<file path="src/rtl/sampler_pkg.sv">
// Shared types for the periodic stream sampler.
package sampler_pkg;

    // Occupancy of the two-entry output stage.
    typedef enum logic [1:0] {
        OCC_EMPTY = 2'd0,
        OCC_ONE   = 2'd1,
        OCC_TWO   = 2'd2
    } occ_t;

endpackage

</file>
<file path="src/rtl/smp_interval_timer.sv">
// Interval timer: raises slot_open on one cycle per programmed interval.
// Assumes: interval of 0 counts as 1; the interval is read only at reload.
// The first slot opens on the second cycle after reset is released.
module smp_interval_timer #(
    parameter int INTV_W = 8
) (
    input  logic              clk,
    input  logic              rst_n,
    input  logic [INTV_W-1:0] interval,
    output logic              slot_open
);
    localparam logic [INTV_W-1:0] ONE = {{(INTV_W-1){1'b0}}, 1'b1};

    logic              armed_q;
    logic [INTV_W-1:0] left_q;
    logic [INTV_W-1:0] reload;

    assign slot_open = armed_q && (left_q == '0);

    // Reload value: cycles between slots minus one.
    always_comb begin
        reload = (interval <= ONE) ? '0 : interval - ONE;
    end

    // Down-counter; it reloads on every slot and samples the interval then.
    always_ff @(posedge clk) begin
        if (!rst_n) begin
            armed_q <= 1'b0;
            left_q  <= '0;
        end else begin
            armed_q <= 1'b1;
            if (slot_open)
                left_q <= reload;
            else if (armed_q)
                left_q <= left_q - ONE;
        end
    end

    AST_COUNT_DOWN: assert property (@(posedge clk) disable iff (!rst_n)
        (armed_q && left_q != '0) |=> (left_q == $past(left_q) - ONE));

endmodule

</file>
<file path="src/rtl/smp_capture_ctl.sv">
// Capture control: turns slots into ready, tracks slots that wait for valid,
// and counts slots skipped because the output stage is full.
// Assumes: buf_full is registered state; in_ready is never a function of in_valid.
module smp_capture_ctl #(
    parameter int OVR_W = 8
) (
    input  logic             clk,
    input  logic             rst_n,
    input  logic             slot_open,
    input  logic             buf_full,
    input  logic             in_valid,
    output logic             in_ready,
    output logic             capture,
    output logic [OVR_W-1:0] overrun_cnt
);
    localparam logic [OVR_W-1:0] OVR_ONE = {{(OVR_W-1){1'b0}}, 1'b1};

    logic             wait_q;
    logic [OVR_W-1:0] ovr_q;

    // Ready comes from the timer and registered flags only.
    assign in_ready    = (slot_open || wait_q) && !buf_full;
    assign capture     = in_ready && in_valid;
    assign overrun_cnt = ovr_q;

    // Pending slot: stays set until a capture consumes it.
    always_ff @(posedge clk) begin
        if (!rst_n)
            wait_q <= 1'b0;
        else
            wait_q <= ((slot_open && !buf_full) || wait_q) && !capture;
    end

    // Saturating count of slots that found the output stage full.
    always_ff @(posedge clk) begin
        if (!rst_n)
            ovr_q <= '0;
        else if (slot_open && buf_full && (ovr_q != '1))
            ovr_q <= ovr_q + OVR_ONE;
    end

    AST_WAIT_CLEARS: assert property (@(posedge clk) disable iff (!rst_n)
        capture |=> !wait_q);

    AST_OVR_NO_DROP: assert property (@(posedge clk) disable iff (!rst_n)
        1'b1 |=> (ovr_q >= $past(ovr_q)));

endmodule

</file>
<file path="src/rtl/smp_out_buf.sv">
// Two-entry output stage presenting samples on a ready/valid source port.
// Assumes: the writer never pushes while full is high.
// Head entry drives out_data; the spare entry absorbs one extra sample.
module smp_out_buf
    import sampler_pkg::*;
#(
    parameter int DATA_W = 16
) (
    input  logic              clk,
    input  logic              rst_n,
    input  logic              push,
    input  logic [DATA_W-1:0] din,
    output logic              full,
    output logic              out_valid,
    output logic [DATA_W-1:0] out_data,
    input  logic              out_ready
);
    occ_t              occ_q;
    logic [DATA_W-1:0] head_q;
    logic [DATA_W-1:0] spare_q;
    logic              pop;

    assign full      = (occ_q == OCC_TWO);
    assign out_valid = (occ_q != OCC_EMPTY);
    assign out_data  = head_q;
    assign pop       = out_valid && out_ready;

    // Occupancy tracking.
    always_ff @(posedge clk) begin
        if (!rst_n)
            occ_q <= OCC_EMPTY;
        else if (push && !pop)
            occ_q <= (occ_q == OCC_EMPTY) ? OCC_ONE : OCC_TWO;
        else if (pop && !push)
            occ_q <= (occ_q == OCC_TWO) ? OCC_ONE : OCC_EMPTY;
    end

    // Data movement between entries.
    always_ff @(posedge clk) begin
        if (!rst_n) begin
            head_q  <= '0;
            spare_q <= '0;
        end else begin
            unique case (occ_q)
                OCC_EMPTY: if (push) head_q <= din;
                OCC_ONE: begin
                    if (push && pop) head_q  <= din;
                    else if (push)   spare_q <= din;
                end
                OCC_TWO: if (pop) head_q <= spare_q;
                default: ;
            endcase
        end
    end

    AST_NO_PUSH_FULL: assert property (@(posedge clk) disable iff (!rst_n)
        full |-> !push);

    AST_OUT_HOLD: assert property (@(posedge clk) disable iff (!rst_n)
        (out_valid && !out_ready) |=> (out_valid && $stable(out_data)));

endmodule

</file>
<file path="src/rtl/stream_sampler.sv">
// Periodic ready-driven stream sampler (top).
// The upstream source holds valid and changes data freely; this block pulses
// ready once per interval, captures on the completing cycle and forwards the
// sample downstream. Assumes a synchronous active-low reset.
module stream_sampler #(
    parameter int DATA_W = 16,
    parameter int INTV_W = 8,
    parameter int OVR_W  = 8
) (
    input  logic              clk,
    input  logic              rst_n,
    input  logic [INTV_W-1:0] interval,
    input  logic              in_valid,
    input  logic [DATA_W-1:0] in_data,
    output logic              in_ready,
    output logic              out_valid,
    output logic [DATA_W-1:0] out_data,
    input  logic              out_ready,
    output logic [OVR_W-1:0]  overrun_cnt
);
    logic slot_open;
    logic buf_full;
    logic capture;

    smp_interval_timer #(.INTV_W(INTV_W)) u_timer (
        .clk       (clk),
        .rst_n     (rst_n),
        .interval  (interval),
        .slot_open (slot_open)
    );

    smp_capture_ctl #(.OVR_W(OVR_W)) u_ctl (
        .clk         (clk),
        .rst_n       (rst_n),
        .slot_open   (slot_open),
        .buf_full    (buf_full),
        .in_valid    (in_valid),
        .in_ready    (in_ready),
        .capture     (capture),
        .overrun_cnt (overrun_cnt)
    );

    smp_out_buf #(.DATA_W(DATA_W)) u_buf (
        .clk       (clk),
        .rst_n     (rst_n),
        .push      (capture),
        .din       (in_data),
        .full      (buf_full),
        .out_valid (out_valid),
        .out_data  (out_data),
        .out_ready (out_ready)
    );

    AST_CAPTURE_SHOWS: assert property (@(posedge clk) disable iff (!rst_n)
        capture |=> out_valid);

endmodule

</file>
<file path="config.mk">
export PLATFORM = sky130hd
export DESIGN_NAME = stream_sampler
export DESIGN_NICKNAME = d
export VERILOG_FILES = /design/src/rtl/sampler_pkg.sv /design/src/rtl/smp_interval_timer.sv /design/src/rtl/smp_capture_ctl.sv /design/src/rtl/smp_out_buf.sv /design/src/rtl/stream_sampler.sv
export SDC_FILE = /design/constraint.sdc
export NUM_CORES = 1
export LEC_CHECK = 0
export ABC_CLOCK_PERIOD_IN_PS = 5400
export BUFFER_PORTS_ARGS = -buffer_cell sky130_fd_sc_hd__buf_4
export CAP_MARGIN = 40
export CELL_PAD_IN_SITES_DETAIL_PLACEMENT = 0
export CELL_PAD_IN_SITES_GLOBAL_PLACEMENT = 1
export CORE_MARGIN = 3
export CORE_UTILIZATION = 26
export CTS_CLUSTER_SIZE = 28
export DETAILED_ROUTE_END_ITERATION = 6
export PLACE_DENSITY = 0.53
export REMOVE_ABC_BUFFERS = 1
export SETUP_SLACK_MARGIN = 0.1
export SYNTH_ARGS = -nofsm -noshare
export SYNTH_HDL_FRONTEND = slang
export SYNTH_SLANG_ARGS = --single-unit
</file>
<file path="constraint.sdc">
create_clock -name clk -period 5.4 [get_ports clk]
set_input_delay 0.81 -clock clk [delete_from_list [all_inputs] [get_ports clk]]
set_output_delay 0.81 -clock clk [all_outputs]
set_load 0.01 [all_outputs]
</file>
==> Word level (Yosys, flattened, before mapping) <==
Index checks and enable logic that the tools add are counted.
Widths: inputs -> output; s select.
{ "classes": {"eq_ne": 6, "n_addsub": 3, "n_reduce_logical": 24, "div": 0, "mul": 0, "magnitude_cmp": 1, "mux": 12, "n_bitwise": 1, "n_shift": 0} }
{ "ops": {"columns": ["operator", "count"], "rows": [
  ["$mux 16", 3],
  ["$pmux 16 s3", 1],
  ["$mux 8", 3],
  ["$sub 8x1->8 const B", 2],
  ["$logic_and 1x1->1", 11],
  ["$add 8x1->8 const B", 1],
  ["$le 8x1->1 const B", 1],
  ["$logic_not 8->1", 1],
  ["$ne 8x8->1 const B", 1],
  ["$mux 2", 3],
  ["$ne 2x1->1 const B", 3],
  ["$reduce_bool 2->1", 3],
  ["$reduce_and 4->1", 1],
  ["$logic_not 1->1", 3],
  ["$reduce_and 3->1", 1],
  ["$reduce_bool 3->1", 1],
  ["$eq 2x1->1 const B", 1],
  ["$eq 2x2->1 const B", 1],
  ["$logic_not 2->1", 1],
  ["$logic_or 1x1->1", 2],
  ["$mux 1", 2],
  ["$not 1->1", 1]
]} }
{ "totals": {"register_bits": 52, "mem_count": 0, "elab_cells": 54, "latchBits": 0, "out_inout_bits": 26, "ram_bits": 0, "in_bits": 28, "mem_bits_ro": 0} }

==> Longest topological paths before layout <==
{ "logic_depth": {"ltp_word": 9, "mapped_depth": 13, "depth_no_buf": 11} }

==> Hierarchy <==
A second synthesis with hierarchy kept.
{ "unflattened": {"cells_unflattened": 299, "hier_area_um2": 2661.3} }
{ "modules_own_cells": {"columns": ["mod", "cells_each", "n_inst", "seq_area_each_um2", "area_each_um2"], "rows": [
  ["smp_out_buf", 167, 1, 680.7, 1567.8],
  ["smp_interval_timer", 78, 1, 180.2, 658.1],
  ["smp_capture_ctl", 54, 1, 180.2, 435.4]
]} }

==> Least setup slack after synthesis <==
No wires, ideal clock.
{ "synth_timing": {"kind": "flip-flop to flip-flop", "from": "register u_timer.left_q[2]", "to": "register u_buf.head_q[5] (netlist: u_buf.out_data[5])", "period_less_slack_ns": 2.936, "path_slack_ns": 2.464, "t_required_ns": 5.284, "n_path_buf": 3, "stages_incl_launch_ff": 13, "setup_time_ns": 0.116, "arrival_time_ns": 2.819, "cell_sequence": "dfxtp_1 > or4_1 > buf_2 > nor3_1 > clkbuf_1 > nor2_1 > nor2_1 > ha_1 > nand3b_1 > o21a_1 > a21o_1 > clkbuf_1 > a31o_2"} }
{ "synth_between": {"elab_chain_cells": 8, "elab_cells_between_ends": 9, "cone_classes": "2 x eq/ne; 7 x reduce/logical"} }
{ "synth_rtl": {"columns": ["element", "line", "rtl"], "rows": [
  ["start: declaration", "smp_interval_timer.sv:15", "logic [INTV_W-1:0] left_q;"],
  ["start signal: assignment", "smp_interval_timer.sv:33", "left_q <= reload;"],
  ["start signal: assignment", "smp_interval_timer.sv:35", "left_q <= left_q - ONE;"],
  ["$logic_not 8->1 *", "smp_interval_timer.sv:18", "assign slot_open = armed_q && (left_q == '0);"],
  ["$logic_and 1x1->1 *", "smp_interval_timer.sv:18", null],
  ["$logic_or 1x1->1 *", "smp_capture_ctl.sv:22", "assign in_ready = (slot_open || wait_q) && !buf_full;"],
  ["$logic_and 1x1->1 *", "smp_capture_ctl.sv:22", null],
  ["$logic_and 1x1->1 *", "smp_capture_ctl.sv:23", "assign capture = in_ready && in_valid;"],
  ["$logic_and 1x1->1", "smp_out_buf.sv:47", "if (push && pop) head_q <= din;"],
  ["$ne 2x1->1 (no line)", null, null],
  ["$reduce_and 4->1 (no line) *", null, null],
  ["end signal: assignment", "smp_out_buf.sv:45", "OCC_EMPTY: if (push) head_q <= din;"],
  ["end signal: assignment", "smp_out_buf.sv:47", null],
  ["end signal: assignment", "smp_out_buf.sv:50", "OCC_TWO: if (pop) head_q <= spare_q;"],
  ["end: declaration", "smp_out_buf.sv:19", "logic [DATA_W-1:0] head_q;"]
]} }
Every way passes the cells marked *; elsewhere a longest branch is shown, timed or not.
A chain may end at the register's enable or synchronous reset.

==> Worst setup path after layout <==
Ends and elaborated chain as after synthesis.

==> flow_metrics.py <==
metrics = {
    "status": {
        "status": "finished, final reports clean",
    },
    "floorplanning": {
        "io_pins": 54,
        "core_area_um2": 10000,
        "rows": 36,
        "die_h_um": 109,
        "initial_core_util_pct": 27.5,
        "dieArea_um2": 11900,
        "die_x_um": 109,
    },
    "routing": {
        "vias": 2405,
        "wl_met1_um": 3680,
        "routed-wl-met3_um": 256,
        "totalWireLength_um": 7320,
        "dr.max_layer_used": "met4",
        "firstDrtPassIters": 4,
        "vias_per_cell": 4.94,
        "drc_errors": 0,
        "dr_wl_met2_um": 3340,
        "drt_iter0_drc": 76,
        "routedWlPerCell_um": 15.0,
        "ant_nets": 0,
    },
    "clocking": {
        "post_cts_buffers": 0,
        "cts-htree-levels": 2,
        "clock_path_buffers": 2,
        "cts.sinks": 52,
        "root_buffer": "clkbuf_8",
        "clock_latency_ns": 0.30,
        "cts_tree": "built",
        "cts_resized": 0,
        "clkTransAtPathRegs_ns": 0.10,
        "ctsHoldBuffers": 0,
        "cts_buffers": 5,
    },
    "timing": {
        "hold_violations": 0,
        "slew_viol_final": 0,
        "relSlewSlack_pct": 47.6,
        "fin_crit_sh_pct": 57.5,
        "rsz0062_at_grt": "no",
        "hold_slack_ns": 0.461,
        "finalClockSkew_ns": 0.00810,
        "fmax_mhz": 322,
        "tightest_slew_ns": 0.785,
        "fin_setup_tns_ns": 0,
        "setup_violations": 0,
        "layout_min_cycle_time_ns": 3.11,
    },
    "yosys": {
        "synthArstFlopShare_pct": 0,
        "avgSynthCellArea_um2": 8.79,
        "netlist_instances": 314,
        "synth_top_flop_cell": "dfxtp_1",
        "synth_edf_count": 0,
        "ys_types": 46,
        "ys_ff_latch": 52,
        "ys_warn_count": 0,
        "netlist_area_um2": 2760,
        "ys_seq_area_share_pct": 37.7,
    },
    "grt": {
        "grt_pass1_wl_um": 11600,
        "grt_max_degree": 67,
        "gr-total-overflow": 0,
        "antenna_found_initial": 0,
        "grt_use_total_pct": 12.3,
        "grt_pass1_vias": 2310,
    },
    "worst_setup_path": {
        "cp-end-kind": "flip-flop",
        "reg2reg_depth": 10,
        "cp_common_cell": "nor2_1",
        "rr_endpoint": "u_buf.out_data[5]$_SDFFE_PN0P_",
        "path_cells": "or4_1, nor3_1, buf_4, nor2_1, nor2_1, ha_1, nand3b_1, o21a_1, a21o_1, a31o_2",
        "critPathKind": "flip-flop to flip-flop",
        "crit_slowest_cell": "or4_1",
        "critical_path.top_delay_family": "simple AND/OR/NAND/NOR gates",
        "start_kind": "flip-flop",
        "cp_max_fo": 17,
        "slowest_delay_ns": 0.63,
        "rr_startpoint": "u_timer.left_q[2]$_SDFFE_PN0P_",
        "crit_start": "u_timer.left_q[2]$_SDFFE_PN0P_",
        "cp.arrival_ns": 3.31,
        "ff2ff_setup_slack_ns": 2.29,
        "required_ns": 5.61,
        "worst-path-buf-inv": 1,
    },
    "finish": {
        "syn2layout_area_growth_pct": 23.6,
        "drive_gt1_share_pct": 24.0,
        "instances_no_fill": 487,
        "diodes": 0,
        "layout.nets": 389,
        "final_cell_area_um2": 3410,
    },
    "power_and_ir_drop": {
        "p_comb_share_pct": 21.7,
        "p_leak_nw": 1.40,
        "p_clk_share_pct": 33.0,
        "ir_drop_mv": 0.104,
        "switching_power_w": 0.000271,
        "p_int_w": 0.000685,
        "p_sw_share_pct": 28.3,
        "seq_power_share_pct": 45.3,
        "power_per_cell_area_nw_per_um2": 280,
    },
    "worst_hold_path": {
        "holdPathEnd": "u_buf.spare_q[12]$_SDFFE_PN0P_",
        "hp-start": "u_buf.spare_q[12]$_SDFFE_PN0P_",
        "holdPathStages": 2,
        "min_path_type": "flip-flop to flip-flop",
    },
    "place": {
        "gp_congestion": 0.761,
        "numPortBuffers": 53,
        "place_area_um2": 3280,
        "hpwl_um": 5010,
        "place_inst": 480,
    },
    "run": {
        "drv_cap": 0,
    },
}
==> how the worst max path moves through the flow <==
| stage | endpoint | depth (start not counted) |
|---|---|---|
| floorplan | u_buf.out_data[0]$_SDFFE_PN0P_ | 9 |
| global placement | u_buf.out_data[5]$_SDFFE_PN0P_ | 10 |
| detailed placement | u_buf.out_data[5]$_SDFFE_PN0P_ | 10 |
| CTS | u_buf.out_data[5]$_SDFFE_PN0P_ | 10 |
| global route | u_buf.out_data[10]$_SDFFE_PN0P_ | 10 |
| finish | u_buf.out_data[5]$_SDFFE_PN0P_ | 10 |
==> state kept, by name, summed over array words and instances (netlist names) <==
name,count
u_buf.occ_q,2
u_buf.out_data,16
u_buf.spare_q,16
u_ctl.overrun_cnt,8
u_ctl.wait_q,1
u_timer.armed_q,1
u_timer.left_q,8
==> cell type report <==
type                            instances  area [um^2]
Fill cell                            1066         6630
Clock inverter                          2         60.1
Multi-Input combinational cell        224         1560
Timing Repair Buffer                   59          467
Tap cell                              133          166
Inverter                               12         45.0
Clock buffer                            5         68.8
Sequential cell                        52         1040
==> cells in the mapped netlist (2+ instances only) <==
cell,n,area (um^2)
or3_1,4,25.0
nand3b_1,3,22.5
clkbuf_1,20,75.1
a2111oi_0,16,140
o21a_1,3,22.5
nor4_1,6,37.5
dfxtp_1,52,1040
buf_2,4,20.0
nand2b_1,3,18.8
a31o_2,16,140
xnor2_1,3,26.3
o21ai_0,7,35.0
mux2i_1,38,380
inv_1,12,45.0
o31ai_1,4,30.0
o221a_2,2,22.5
nand2_1,48,180
a41oi_1,2,17.5
a21oi_1,9,45.0
nor2_1,12,45.0
or4_1,6,45.0
o31a_1,3,26.3
nor3_1,12,60.1
ha_1,7,87.6
==> through the flow <==
step           util, %  setup slack (ns)  total power (W)
2_1_floorplan        -              2.34         0.000554
3_3_place_gp      32.1              2.33         0.000645
3_5_place_dp      32.7              2.28         0.000652
4_1_cts           34.0              2.28         0.000970
5_1_grt           34.0              2.03          0.00101
6_report          34.0              2.29         0.000956
==> cell usage in the layout (no fill, tap or decap), types with 3 or more instances in the layout <==
master,instances
buf_4,56
dfxtp_1,52
nand2_1,48
mux2i_1,38
a2111oi_0,16
a31o_2,16
inv_1,12
nor3_1,12
nor2_1,12
a21oi_1,9
o21ai_0,7
ha_1,7
or4_1,6
nor4_1,6
clkbuf_8,5
or3_1,4
o31ai_1,4
nand3b_1,3
nand2b_1,3
o21a_1,3
xnor2_1,3
o31a_1,3
==> worst min-delay path: stages, from the launching register on <==
cell     delay (ns)
dfxtp_1        0.32
nand2_1        0.05
mux2i_1        0.05
==> logic make-up after synthesis <==
group | after synthesis | share of synthesized area, %
simple gates | 104 | 18.3
compound gates | 71 | 20.1
flops | 52 | 37.7
buf+inv | 38 | 5.62
mux | 38 | 13.8
fa+ha+maj | 7 | 3.17
xor+xnor | 4 | 1.27
==> power groups by stage <==
stage | combinational (W) | clock, W | sequential [W]
global route | 0.000232 | 0.000340 | 0.000438
global placement | 0.000203 | 0 | 0.000442
finish | 0.000207 | 0.000315 | 0.000433
floorplan | 0.000114 | 0 | 0.000441
detailed placement | 0.000210 | 0 | 0.000442
CTS | 0.000211 | 0.000326 | 0.000433
==> routing by layer <==
metal  vias to the layer above  global-route usage (%)
li1                       1239                       -
met1                      1123                    17.7
met2                        39                    19.2
met3                         4                    2.49
met4                         0                    2.61
met5                         -                       0
Power figures use the tool's default switching activity.
